$ cat src/rtl/nvs_pkg.sv
package nvs_pkg;
    typedef enum logic [2:0] {
        ST_IDLE,
        ST_GRACE,
        ST_STORE,
        ST_RECALL,
        ST_HOLD
    } nvs_state_e;
endpackage

$ cat src/rtl/nvs_ctrl.sv
module nvs_ctrl
    import nvs_pkg::*;
#(
    parameter int DELAY_CYC  = 4,
    parameter int STORE_CYC  = 6,
    parameter int RECALL_CYC = 5
) (
    input  logic clk,
    input  logic rst_n,
    input  logic hw_req_n,
    input  logic sw_store,
    input  logic pwr_fail,
    input  logic pf_enable,
    input  logic recall_req,
    input  logic wr_en,
    output logic wr_commit,
    output logic store_copy,
    output logic recall_copy,
    output logic busy_n,
    output logic acc_off,
    output logic wr_block,
    output logic dirty
);
    localparam int MAX_AB = (DELAY_CYC > STORE_CYC) ? DELAY_CYC : STORE_CYC;
    localparam int MAXC   = (MAX_AB > RECALL_CYC) ? MAX_AB : RECALL_CYC;
    localparam int CNT_W  = $clog2(MAXC + 1);

    nvs_state_e       state, state_d;
    logic [CNT_W-1:0] cnt, cnt_d;
    logic             hw_q;
    logic             carry;
    logic             hw_fall;
    logic             cnt_zero;
    logic             store_start;
    logic             write_open;

    assign hw_fall     = hw_q & ~hw_req_n;
    assign cnt_zero    = (cnt == '0);
    assign store_start = (state_d == ST_STORE) && (state != ST_STORE);

    // state register
    always_ff @(posedge clk or negedge rst_n) begin
        if (!rst_n) begin
            state <= ST_IDLE;
            cnt   <= '0;
        end else begin
            state <= state_d;
            cnt   <= cnt_d;
        end
    end

    // next state
    always_comb begin
        state_d = state;
        cnt_d   = cnt;
        unique case (state)
            ST_IDLE: begin
                if (hw_fall) begin
                    state_d = ST_GRACE;
                    cnt_d   = CNT_W'(DELAY_CYC - 1);
                end else if (sw_store || (pwr_fail && pf_enable && dirty)) begin
                    state_d = ST_STORE;
                    cnt_d   = CNT_W'(STORE_CYC - 1);
                end else if (recall_req) begin
                    state_d = ST_RECALL;
                    cnt_d   = CNT_W'(RECALL_CYC - 1);
                end
            end
            ST_GRACE: begin
                if (cnt_zero) begin
                    if (dirty || wr_commit) begin
                        state_d = ST_STORE;
                        cnt_d   = CNT_W'(STORE_CYC - 1);
                    end else begin
                        state_d = ST_HOLD;
                    end
                end else begin
                    cnt_d = cnt - 1'b1;
                end
            end
            ST_STORE: begin
                if (cnt_zero) state_d = ST_HOLD;
                else          cnt_d   = cnt - 1'b1;
            end
            ST_RECALL: begin
                if (cnt_zero) state_d = ST_IDLE;
                else          cnt_d   = cnt - 1'b1;
            end
            ST_HOLD: begin
                if (hw_req_n) state_d = ST_IDLE;
            end
            default: state_d = ST_IDLE;
        endcase
    end

    // line edge, carried write, dirty flag
    always_ff @(posedge clk or negedge rst_n) begin
        if (!rst_n) begin
            hw_q  <= 1'b1;
            carry <= 1'b0;
            dirty <= 1'b0;
        end else begin
            hw_q <= hw_req_n;
            unique case (state)
                ST_IDLE:  carry <= wr_en;
                ST_GRACE: carry <= carry & wr_en;
                default:  carry <= 1'b0;
            endcase
            if (store_start || recall_copy) dirty <= 1'b0;
            else if (wr_commit)             dirty <= 1'b1;
        end
    end

    // outputs
    always_comb begin
        write_open  = (state == ST_IDLE) || ((state == ST_GRACE) && carry);
        wr_commit   = wr_en && write_open;
        wr_block    = !write_open;
        acc_off     = (state == ST_STORE) || (state == ST_RECALL) || (state == ST_HOLD);
        busy_n      = (state != ST_STORE);
        store_copy  = (state == ST_STORE) && cnt_zero;
        recall_copy = (state == ST_RECALL) && cnt_zero;
    end
endmodule

$ cat src/rtl/nvs_arrays.sv
module nvs_arrays #(
    parameter int DEPTH = 8,
    parameter int WIDTH = 8,
    localparam int AW = $clog2(DEPTH)
) (
    input  logic             clk,
    input  logic             rst_n,
    input  logic             wr_commit,
    input  logic [AW-1:0]    wr_addr,
    input  logic [WIDTH-1:0] wr_data,
    input  logic             store_copy,
    input  logic             recall_copy,
    input  logic             rd_en,
    input  logic [AW-1:0]    rd_addr,
    output logic [WIDTH-1:0] rd_data
);
    logic [WIDTH-1:0] vol_w [DEPTH];

    for (genvar g = 0; g < DEPTH; g++) begin : g_word
        logic [WIDTH-1:0] vword;
        logic [WIDTH-1:0] nword;

        always_ff @(posedge clk or negedge rst_n) begin
            if (!rst_n) begin
                vword <= '0;
                nword <= '0;
            end else begin
                if (store_copy) nword <= vword;
                if (recall_copy)
                    vword <= nword;
                else if (wr_commit && (wr_addr == AW'(g)))
                    vword <= wr_data;
            end
        end

        assign vol_w[g] = vword;
    end

    assign rd_data = rd_en ? vol_w[rd_addr] : '0;
endmodule

$ cat src/rtl/nv_store_seq.sv
module nv_store_seq #(
    parameter int DEPTH      = 8,
    parameter int WIDTH      = 8,
    parameter int DELAY_CYC  = 4,
    parameter int STORE_CYC  = 6,
    parameter int RECALL_CYC = 5,
    localparam int AW = $clog2(DEPTH)
) (
    input  logic             clk,
    input  logic             rst_n,
    input  logic             hw_req_n,
    input  logic             sw_store,
    input  logic             pwr_fail,
    input  logic             pf_enable,
    input  logic             recall_req,
    input  logic             wr_en,
    input  logic [AW-1:0]    wr_addr,
    input  logic [WIDTH-1:0] wr_data,
    input  logic [AW-1:0]    rd_addr,
    output logic [WIDTH-1:0] rd_data,
    output logic             busy_n,
    output logic             wr_block,
    output logic             acc_off,
    output logic             dirty
);
    logic wr_commit;
    logic store_copy;
    logic recall_copy;

    nvs_ctrl #(
        .DELAY_CYC (DELAY_CYC),
        .STORE_CYC (STORE_CYC),
        .RECALL_CYC(RECALL_CYC)
    ) u_ctrl (
        .clk        (clk),
        .rst_n      (rst_n),
        .hw_req_n   (hw_req_n),
        .sw_store   (sw_store),
        .pwr_fail   (pwr_fail),
        .pf_enable  (pf_enable),
        .recall_req (recall_req),
        .wr_en      (wr_en),
        .wr_commit  (wr_commit),
        .store_copy (store_copy),
        .recall_copy(recall_copy),
        .busy_n     (busy_n),
        .acc_off    (acc_off),
        .wr_block   (wr_block),
        .dirty      (dirty)
    );

    nvs_arrays #(
        .DEPTH(DEPTH),
        .WIDTH(WIDTH)
    ) u_arrays (
        .clk        (clk),
        .rst_n      (rst_n),
        .wr_commit  (wr_commit),
        .wr_addr    (wr_addr),
        .wr_data    (wr_data),
        .store_copy (store_copy),
        .recall_copy(recall_copy),
        .rd_en      (!acc_off),
        .rd_addr    (rd_addr),
        .rd_data    (rd_data)
    );
endmodule

$ cat config.mk
export PLATFORM = sky130hd
export DESIGN_NAME = nv_store_seq
export DESIGN_NICKNAME = d
export VERILOG_FILES = /design/src/rtl/nvs_pkg.sv /design/src/rtl/nvs_ctrl.sv /design/src/rtl/nvs_arrays.sv /design/src/rtl/nv_store_seq.sv
export SDC_FILE = /design/constraint.sdc
export NUM_CORES = 1
export LEC_CHECK = 0
export BUFFER_PORTS_ARGS = -buffer_cell sky130_fd_sc_hd__buf_4
export CELL_PAD_IN_SITES_DETAIL_PLACEMENT = 1
export CELL_PAD_IN_SITES_GLOBAL_PLACEMENT = 2
export CORE_MARGIN = 2
export CORE_UTILIZATION = 40
export CTS_BUF_LIST = sky130_fd_sc_hd__clkbuf_8
export DETAILED_ROUTE_END_ITERATION = 8
export HOLD_SLACK_MARGIN = 0.05
export PLACE_DENSITY = 0.78
export REMOVE_ABC_BUFFERS = 1
export SKIP_CTS_REPAIR_TIMING = 1
export SLEW_MARGIN = 30
export SYNTH_ARGS = -nofsm -noshare
export SYNTH_HDL_FRONTEND = slang
export SYNTH_SLANG_ARGS = --single-unit
$ cat constraint.sdc
create_clock -name clk -period 1.8 [get_ports clk]
set_clock_uncertainty 0.2 [all_clocks]
set_input_delay 0.09 -clock clk [delete_from_list [all_inputs] [get_ports clk]]
set_output_delay 0.09 -clock clk [all_outputs]
set_load 0.01 [all_outputs]
# After elaboration in Yosys (flattened, before gate mapping)

Cells that the tools add are included.

Output and inout port bits: 12
Input bits: 22
Register bits: 137

Order comparisons: 1
Reduce and logical (&&, ||, !) cells: 37
Multiplexer cells: 39
Add/sub/neg operators: 1
Eq/ne operators: 16
Bitwise gates (word level): 4

Operators with widths:

| cell                                                     | number |
|---|---|
| 2-to-1 mux 8 bit                                         | 19 |
| 2-to-1 mux 3 bit                                         | 14 |
| binary-select mux 8 bit (select 3 bit)                   | 1 |
| nonzero test 2 bit                                       | 9 |
| == test 3 x 2 -> 1 bit, second input constant            | 5 |
| == test 3 bit, second input constant                     | 5 |
| logical AND 1 bit                                        | 15 |
| one-hot mux 3 bit (5 select lines)                       | 1 |
| zero test 3 bit                                          | 3 |
| one-hot mux 3 bit (3 select lines)                       | 1 |
| == test 3 x 1 -> 1 bit, second input constant            | 2 |
| logical OR 1 bit                                         | 6 |
| greater-or-equal comparator 4 bit, second input constant | 1 |
| inequality test 4 x 2 -> 1 bit, second input constant    | 1 |
| NOT 3 -> 4 bit                                           | 1 |
| AND reduction 4 bit                                      | 1 |
| inequality test 3 x 2 -> 1 bit, second input constant    | 1 |
| inequality test 3 bit, second input constant             | 1 |
| nonzero test 3 bit                                       | 1 |
| subtractor 3 x 1 -> 3 bit, second input constant         | 1 |
| AND 1 bit                                                | 2 |
| 2-to-1 mux 1 bit                                         | 2 |
| inequality test 2 bit, second input constant             | 1 |
| one-hot mux 1 bit (2 select lines)                       | 1 |
| other kinds (3)                                          | 3 |

# Logic depth before layout (Yosys ltp)

Gate-level depths: netlist (run 1).

Depth in word-level cells: 12
Depth in mapped cells: 9
Gate-level depth less buffers: 6

# Hierarchy

A second synthesis (run 1) with hierarchy kept.

Cell total of the unflattened synthesis: 535
Area total of the unflattened synthesis: 6612.6 um2

By module, submodules not included:

| module       | times used | cells each | seq. area each (um2) | area each (um2) |
|---|---|---|---|---|
| nvs_arrays   | 1          | 466        | 3203.1               | 5926.9 |
| nvs_ctrl     | 1          | 68         | 226.5                | 681.9 |
| nv_store_seq | 1          | 1          | 0.0                  | 3.8 |

# Worst setup path before layout (run 1)

Ideal clock, no wire load.

Path type: flip-flop to flip-flop
From: register u_ctrl.cnt[0]
To: register u_arrays.g_word[1].nword[6]
Data arrival time: 1.595 ns
Library setup time: 0.125 ns
Required time: 1.475 ns
Path slack: -0.121 ns
Stages on the path, launching flop included: 8
Cells stage by stage: dfrtp_1 > inv_1 > ha_1 > nand2b_1 > or3_1 > buf_6 > buf_6 > mux2_4

Longest elaborated chain between the ends: 2

Ends and longest elaborated chain:

| what                   | RTL line         | text |
|---|---|---|
| start, declared        | nvs_ctrl.sv:29   | `logic [CNT_W-1:0] cnt, cnt_d;` |
| start signal, assigned | nvs_ctrl.sv:48   | `cnt <= cnt_d;` |
| zero test 3 bit        | nvs_ctrl.sv:38   | `assign cnt_zero = (cnt == '0);` |
| logical AND 1 bit      | nvs_ctrl.sv:121  | `store_copy = (state == ST_STORE) && cnt_zero;` |
| end signal, assigned   | nvs_arrays.sv:28 | `if (store_copy) nword <= vword;` |
| end, declared          | nvs_arrays.sv:21 | `logic [WIDTH-1:0] nword;` |

Every way passes these cells.
A chain may end at the register's enable or synchronous reset.

# Worst setup path in the final report (run 1)

From: register u_ctrl.cnt[1]
To: register u_arrays.g_word[1].nword[7]

Same word-level chain as after synthesis.

==> summary.txt, run 1 <==
Global routing
  – Largest net degree at the start of global routing: 63
  – Vias in the first global route: 4772
  – First-pass GRT wire length: 26900 um
  – Initial antenna violation count: 0
  – Grt ovf: 0
  – GRT Resource Usage Total: 0.197

Worst setup path
  – Slowest stage delay, CP: 0.52 ns
  – Crit Path Max Fanout: 8
  – Critical path capture point type: flop
  – R2R Path End: u_arrays.g_word[1].nword[7]
  – R2R cell count: 6
  – Reg-to-Reg Start: u_ctrl.cnt[1]
  – Reg2reg setup slack: -0.27 ns
  – Slowest-stage cell, CP: or3_4
  – Critical Path Start Type: flop
  – CP Data Arrival Time: 2.22 ns
  – Critical path origin: u_ctrl.cnt[1]
  – CP Class: reg2reg
  – Worst setup endpoint: u_arrays.g_word[1].nword[7]
  – Worst EP required: 1.95 ns
  – Critical Path, Cell by Cell: inv_2 > ha_4 > nand2b_4 > or3_4 > clkbuf_16 > mux2_4

CTS
  – CTS buffer count: 17
  – Worst-Skew Late Latency: 0.46 ns
  – Clock slew at reported path FFs: 0.08 ns
  – Root Driver: clkbuf_8
  – TritonCTS clock tree: done
  – H-Tree Depth: 4
  – Longest Clk Path Bufs: 2
  – TritonCTS Sinks: 137

Pwr
  – Internal power: 9.89 mW
  – Combinational Power Share: 0.428
  – Psw: 5.37 mW
  – Pwr/cell area: 1600 mW/mm2
  – Clock power frac: 0.187
  – Maximum vdd drop: 0.628 mV
  – P_leak: 4.68 nW
  – Sw Share: 0.352
  – Sequential power share: 0.385

Floorplanning
  – Die X: 134 um
  – Initial Utilization: 0.408
  – I/O Pins: 34
  – Die area: 0.0179 mm2
  – FP Rows: 47
  – Die Y-Extent: 134 um
  – Core box area: 0.0165 mm2

STA
  – Worst Tran Pin Value: 0.609 ns
  – # setup viols final: 143
  – Hold Vio Cnt, Final: 0
  – Tcrit/Tclk final: 1.15
  – Final setup TNS: -22.16 ns
  – Minimum clock period: 2.07 ns
  – RSZ-0062 raised after global routing: yes
  – Max-Slew Margin vs Limit: 0.593
  – Fin Hold WS: 0.132 ns
  – Max Clk Rate: 0.484 GHz
  – Final Max Slew Viols: 0
  – Post-layout worst setup margin: -0.266 ns

Yosys
  – Top FF cell, synth: dfrtp_1
  – Post-Synthesis Cell Area: 0.00673 mm2
  – Ys async rst share: 1.00
  – Post-Synthesis Cells: 533
  – Post-synthesis sequential area ratio: 0.509
  – Post-synth top cells: dfrtp_1 (136), mux2i_1 (73), nand2_1 (68), o21ai_0 (68), mux2_4 (49)
  – Number of synthesized register bits: 137
  – Area leader, netlist: dfrtp_1
  – Most frequent cell after synthesis: dfrtp_1
  – Post-synth top area share: 0.505
  – Top post-synthesis cells by area: dfrtp_1 (51%), mux2_4 (11%), mux2i_1 (11%)
  – Distinct cells, synth: 38
  – Mean Syn Cell Area: 12.6 um2
  – Synth warnings: 0
  – Post-synth EDFFs: 0

Routing
  – DR WL/cell: 25.3 um
  – Avg Vias per Cell: 5.62
  – DRC: 0
  – Post-route ant nets: 0
  – WL final: 22300 um
  – DRT Pass-1 Iters: 4
  – Number of DRC markers in iteration 0: 263
  – Routed vias: 4942

Layout
  – Share of cells above drive strength 1: 0.526
  – Post-layout util: 0.575
  – Final std cells w/o fill: 880
  – Layout Nets: 672
  – Area growth syn-to-layout: 41.2%
  – # diodes: 0

Run status
  – Failing checks: setup timing
  – Outcome: finished, violations left

Placed design
  – Gpl congestion: 0.766
  – Placed cells: 783
  – HPWL Detailed: 10600 um
  – PortBufs: 33

Hold path
  – Hold Path Class: in2reg

Job
  – Max-cap violations: 0
-- power by group through the flow --
stage	clock [mW]	combinational, mW	sequential, mW
finish	2.86	6.53	5.87
global route	3.04	6.96	6.04
CTS	2.88	4.49	5.64
detailed placement	0	4.49	5.65
global placement	0	4.25	5.57
floorplan	0	3.00	5.35
-- worst min path at each step --
stage / slack (ns) / from / cells after the start / to
4_1_cts: -0.64 / rst_n / 1 / u_arrays.g_word[4].nword[0]
2_1_floorplan: -0.41 / rst_n / 0 / u_arrays.g_word[0].nword[0]
6_report: 0.13 / hw_req_n / 2 / u_ctrl.hw_q
3_3_place_gp: -0.15 / rst_n / 1 / u_arrays.g_word[7].vword[0]
3_5_place_dp: -0.14 / rst_n / 1 / u_arrays.g_word[4].nword[0]
5_1_grt: 0.11 / hw_req_n / 2 / u_ctrl.hw_q
-- layout by cell type, fill, tap and decap left out, drive strengths merged, types with 6 or more instances in the layout --
cell / instances
mux2i: 73
buf: 104
clkbuf: 33
mux2: 65
nand2b: 6
o21ai: 69
mux4: 16
nand4: 8
dlygate4sd3: 16
dfrtp: 136
nand2: 68
nor2: 10
-- sequential cells by signal, indices dropped and copies added, names as in the netlist --
signal	flops
u_ctrl.state	3
u_arrays.g_word.nword	64
u_ctrl.carry	1
u_arrays.g_word.vword	64
u_ctrl.cnt	3
u_ctrl.dirty	1
u_ctrl.hw_q	1
-- worst max-delay path, delay by kind of cell (launching register included) --
kind | cells | cell delay [ns]
and+or+nand+nor | 2 | 0.59
buffers and inverters | 2 | 0.32
adders and majority gates | 1 | 0.15
muxes | 1 | 0.31
DFF | 1 | 0.39
-- per-layer routing --
metal	track usage	part of all wire	vias to the layer above	wire length, um
met5	0	0	-	0
met3	0.0365	0.035	43	782
li1	-	-	2157	-
met1	0.270	0.42	2630	9420
met2	0.319	0.52	112	11500
met4	0.0626	0.026	0	582
-- stage by stage --
step / cell area (um2) / setup WS, ns / power (mW)
after floorplan: 6520 / -1.73 / 8.35
after global placement: 7500 / -0.128 / 9.81
after detailed placement: 7500 / -0.151 / 10.1
after CTS: 7940 / -0.295 / 13.0
final: 9510 / -0.266 / 15.3
after global routing: 9510 / -0.363 / 16.0
-- kinds of logic after synthesis --
logic type | synth area share
mux | 0.298
flops | 0.509
fa+ha+maj | 0.00372
simple gates | 0.0868
compound gates | 0.0680
buf+inv | 0.0342
-- layout make-up --
class | count | area [um2]
repair buffers | 134 | 1720
clock inverters | 12 | 174
fillers | 1594 | 7020
clock buffers | 19 | 262
multi-input cells | 354 | 3630
flip-flops and latches | 137 | 3430
well taps | 220 | 275
inverters | 4 | 15.0
Power figures use the tool's default switching activity.
==> run 2, diff against run 1 <==
==> constraint.sdc (replaced) <==
create_clock -name clk -period 1.8 [get_ports clk]
set_clock_uncertainty 0.2 [all_clocks]
set_input_delay 0.18 -clock clk [delete_from_list [all_inputs] [get_ports clk]]
set_output_delay 0.18 -clock clk [all_outputs]
set_load 0.01 [all_outputs]
==> run 2 against run 1 <==
Clock power shrank 4%; first-iteration DRC count grew 17%; sequential share of layout area shrank 0.47 points; wire length grew 2.8%; the run still ends with setup timing left; non-clock buffer count grew 2; highest routed layer unchanged; maximum frequency shrank 5.3%; final cell count grew 0.23%; count of clock-buffer cells in the layout grew 2.
==> summary.txt, run 2 (synthesis gave the netlist of run 1 again) <==
Worst setup path
  – Reg2reg setup slack: -0.27 ns (about the same)
  – Slowest-stage cell, CP: mux4_2
  – Critical path capture point type: output pin
  – CP Data Arrival Time: 1.80 ns (-0.42 ns)
  – Critical Path Start Type: flop
  – Critical Path, Cell by Cell: mux4_2 > mux2i_2 > nor2_2 > buf_4
  – CP bufs+invs: 1 (-1)
  – Crit Path Max Fanout: 3 (-5)
  – Top delay family on crit path: multiplexers
  – Slowest stage delay, CP: 0.51 ns (about the same)
  – Worst EP required: 1.42 ns (-0.53 ns)
  – CP Class: reg2out

CTS
  – Longest Clk Path Bufs: 2 (unchanged)
  – Clock slew at reported path FFs: 0.09 ns (about the same)
  – Worst-Skew Late Latency: 0.46 ns (about the same)
  – TritonCTS clock tree: done
  – TritonCTS Sinks: 137 (unchanged)
  – Root Driver: clkbuf_8
  – CTS buffer count: 17 (unchanged)
  – H-Tree Depth: 4 (unchanged)

Floorplanning
  – I/O Pins: 34 (unchanged)
  – Die X: 134 um (unchanged)
  – FP Rows: 47 (unchanged)
  – Die area: 0.0179 mm2 (unchanged)
  – Die Y-Extent: 134 um (unchanged)
  – Initial Utilization: 0.408 (unchanged)
  – Core box area: 0.0165 mm2 (unchanged)

Routing
  – Number of DRC markers in iteration 0: 307 (+17%)
  – Post-route ant nets: 0 (unchanged)
  – Avg Vias per Cell: 5.70 (+1.5%)
  – DRT Pass-1 Iters: 4 (unchanged)
  – WL final: 22900 um (+2.8%)
  – Routed vias: 5028 (+1.7%)
  – DR WL/cell: 26.0 um (+2.6%)
  – DRC: 0 (unchanged)

Layout
  – # diodes: 0 (unchanged)
  – Commonest non-fill, non-tap cells in the layout: dfrtp_1 (135), mux2i_1 (69), buf_4 (63)
  – Commonest non-fill, non-tap cell in the layout: dfrtp_1
  – Final std cells w/o fill: 882 (+0.23%)
  – Layout Nets: 674 (+0.30%)
  – Share of cells above drive strength 1: 0.573 (+0.0467)
  – Area growth syn-to-layout: 43.1%
  – Post-layout util: 0.583 (+0.00757)
  – Top flop regs: u_arrays.g_word.nword: 64 flops, u_arrays.g_word.vword: 64 flops

Global routing
  – Vias in the first global route: 4764 (-0.17%)
  – GRT Resource Usage Total: 0.195 (-0.00214)
  – First-pass GRT wire length: 26700 um (-0.77%)
  – Met1 Usage GRT: 0.276 (+0.00627)
  – Grt met3 use: 0.0361 (-0.000381)
  – Busiest layer in global routing: met2
  – Initial antenna violation count: 0 (unchanged)
  – M2 GR Usage: 0.305 (-0.0145)
  – Largest net degree at the start of global routing: 66 (+4.8%)
  – Grt ovf: 0 (unchanged)

Hold path
  – Hold Path Class: in2async

Job
  – Max-cap violations: 0 (unchanged)

Run status
  – Failing checks: setup timing
  – Outcome: finished, violations left

STA
  – # setup viols final: 144 (+0.70%)
  – Final Max Slew Viols: 0 (unchanged)
  – RSZ-0062 raised after global routing: yes
  – Worst Tran Pin Value: 0.704 ns (+0.0955 ns)
  – Max-Slew Margin vs Limit: 0.529 (-0.0643)
  – Max Clk Rate: 0.458 GHz (-5.3%)
  – Hold Vio Cnt, Final: 0 (unchanged)
  – Tcrit/Tclk final: 1.21 (+0.0645)
  – Post-layout worst setup margin: -0.382 ns (-0.116 ns)
  – Minimum clock period: 2.18 ns (+0.116 ns)

Placed design
  – Gpl congestion: 0.741 (-3.3%)
  – Placed cells: 781 (-0.26%)
  – PortBufs: 33 (unchanged)
  – HPWL Detailed: 10200 um (-3.1%)

Pwr
  – Sequential power share: 0.388 (+0.003)
  – Clock power frac: 0.177 (-0.010)
  – Internal power: 9.93 mW (+0.36%)
  – Tot Pwr: 15.5 mW (+1.6%)
  – Psw: 5.58 mW (+4.0%)
  – Sw Share: 0.360 (+0.00811)
  – Combinational Power Share: 0.435 (+0.007)
  – Maximum vdd drop: 0.605 mV (-3.7%)
  – Pwr/cell area: 1610 mW/mm2 (+0.31%)
  – P_leak: 4.99 nW (+6.7%)
## run 2: cell types whose count changed in the layout (fill, tap and decap cells not counted), sizes merged
| cell | before | now |
|---|---|---|
| inv | 4 | 6 |
| clkinvlp | 4 | 1 |
| clkbuf | 33 | 35 |
| bufinv | 4 | 3 |
| dlygate4sd3 | 16 | 14 |
| buf | 104 | 108 |
## run 2: final timing paths
check                                                 start                          end  depth (start not counted)
max in group asynchronous                             rst_n  u_arrays.g_word[6].nword[7]                          3
worst min-delay path                                  rst_n  u_arrays.g_word[0].vword[0]                          3
worst max-delay path            u_arrays.g_word[3].vword[6]                   rd_data[6]                          4
min in group clk                                  pf_enable                 u_ctrl.dirty                          5
worst min register to register  u_arrays.g_word[6].nword[4]  u_arrays.g_word[6].vword[4]                          2
worst max register to register              u_ctrl.state[2]  u_arrays.g_word[5].vword[0]                          9
## run 2: routing by layer
layer  routed length (um)  part of all wire
met5                    0                 0
met4                  526             0.023
met3                  834             0.036
met2                11800              0.52
met1                 9720              0.42
## run 2: worst register-to-register path: cells and delay by family, from the launching register on
kind                   cells  cell delay [ns]
buffers and inverters      5             0.73
and+or+nand+nor            3             0.56
DFF                        1             0.44
AOI/OAI and AO/OA          1             0.06
## run 2: layout make-up
class	instances	area, um2
sequential	137	3430
timing repair buffer	136	1700
multi-input combinational	354	3800
tap	220	275
fill	1577	6890
clock inverter	10	125
clock buffer	21	289
inverter	4	15.0
## run 2: power by group through the flow
stage	clock network [mW]	registers (mW)	logic [mW]
6_report	2.74	6.02	6.75
3_3_place_gp	0	5.54	4.22
5_1_grt	2.92	6.19	7.14
2_1_floorplan	0	5.35	3.00
3_5_place_dp	0	5.65	4.46
4_1_cts	2.73	5.62	4.47
## run 2: per-stage QoR
stage | hold WS (ns) | setup TNS [ns] | area (um2) | setup WS, ns
2_1_floorplan | -0.316 | -211.83 | 6520 | -1.73
3_3_place_gp | -0.167 | -6.18 | 7500 | -0.110
3_5_place_dp | -0.164 | -8.97 | 7500 | -0.125
4_1_cts | -0.656 | -15.20 | 7910 | -0.367
5_1_grt | 0.0957 | -35.19 | 9630 | -0.442
6_report | 0.0903 | -27.90 | 9630 | -0.382
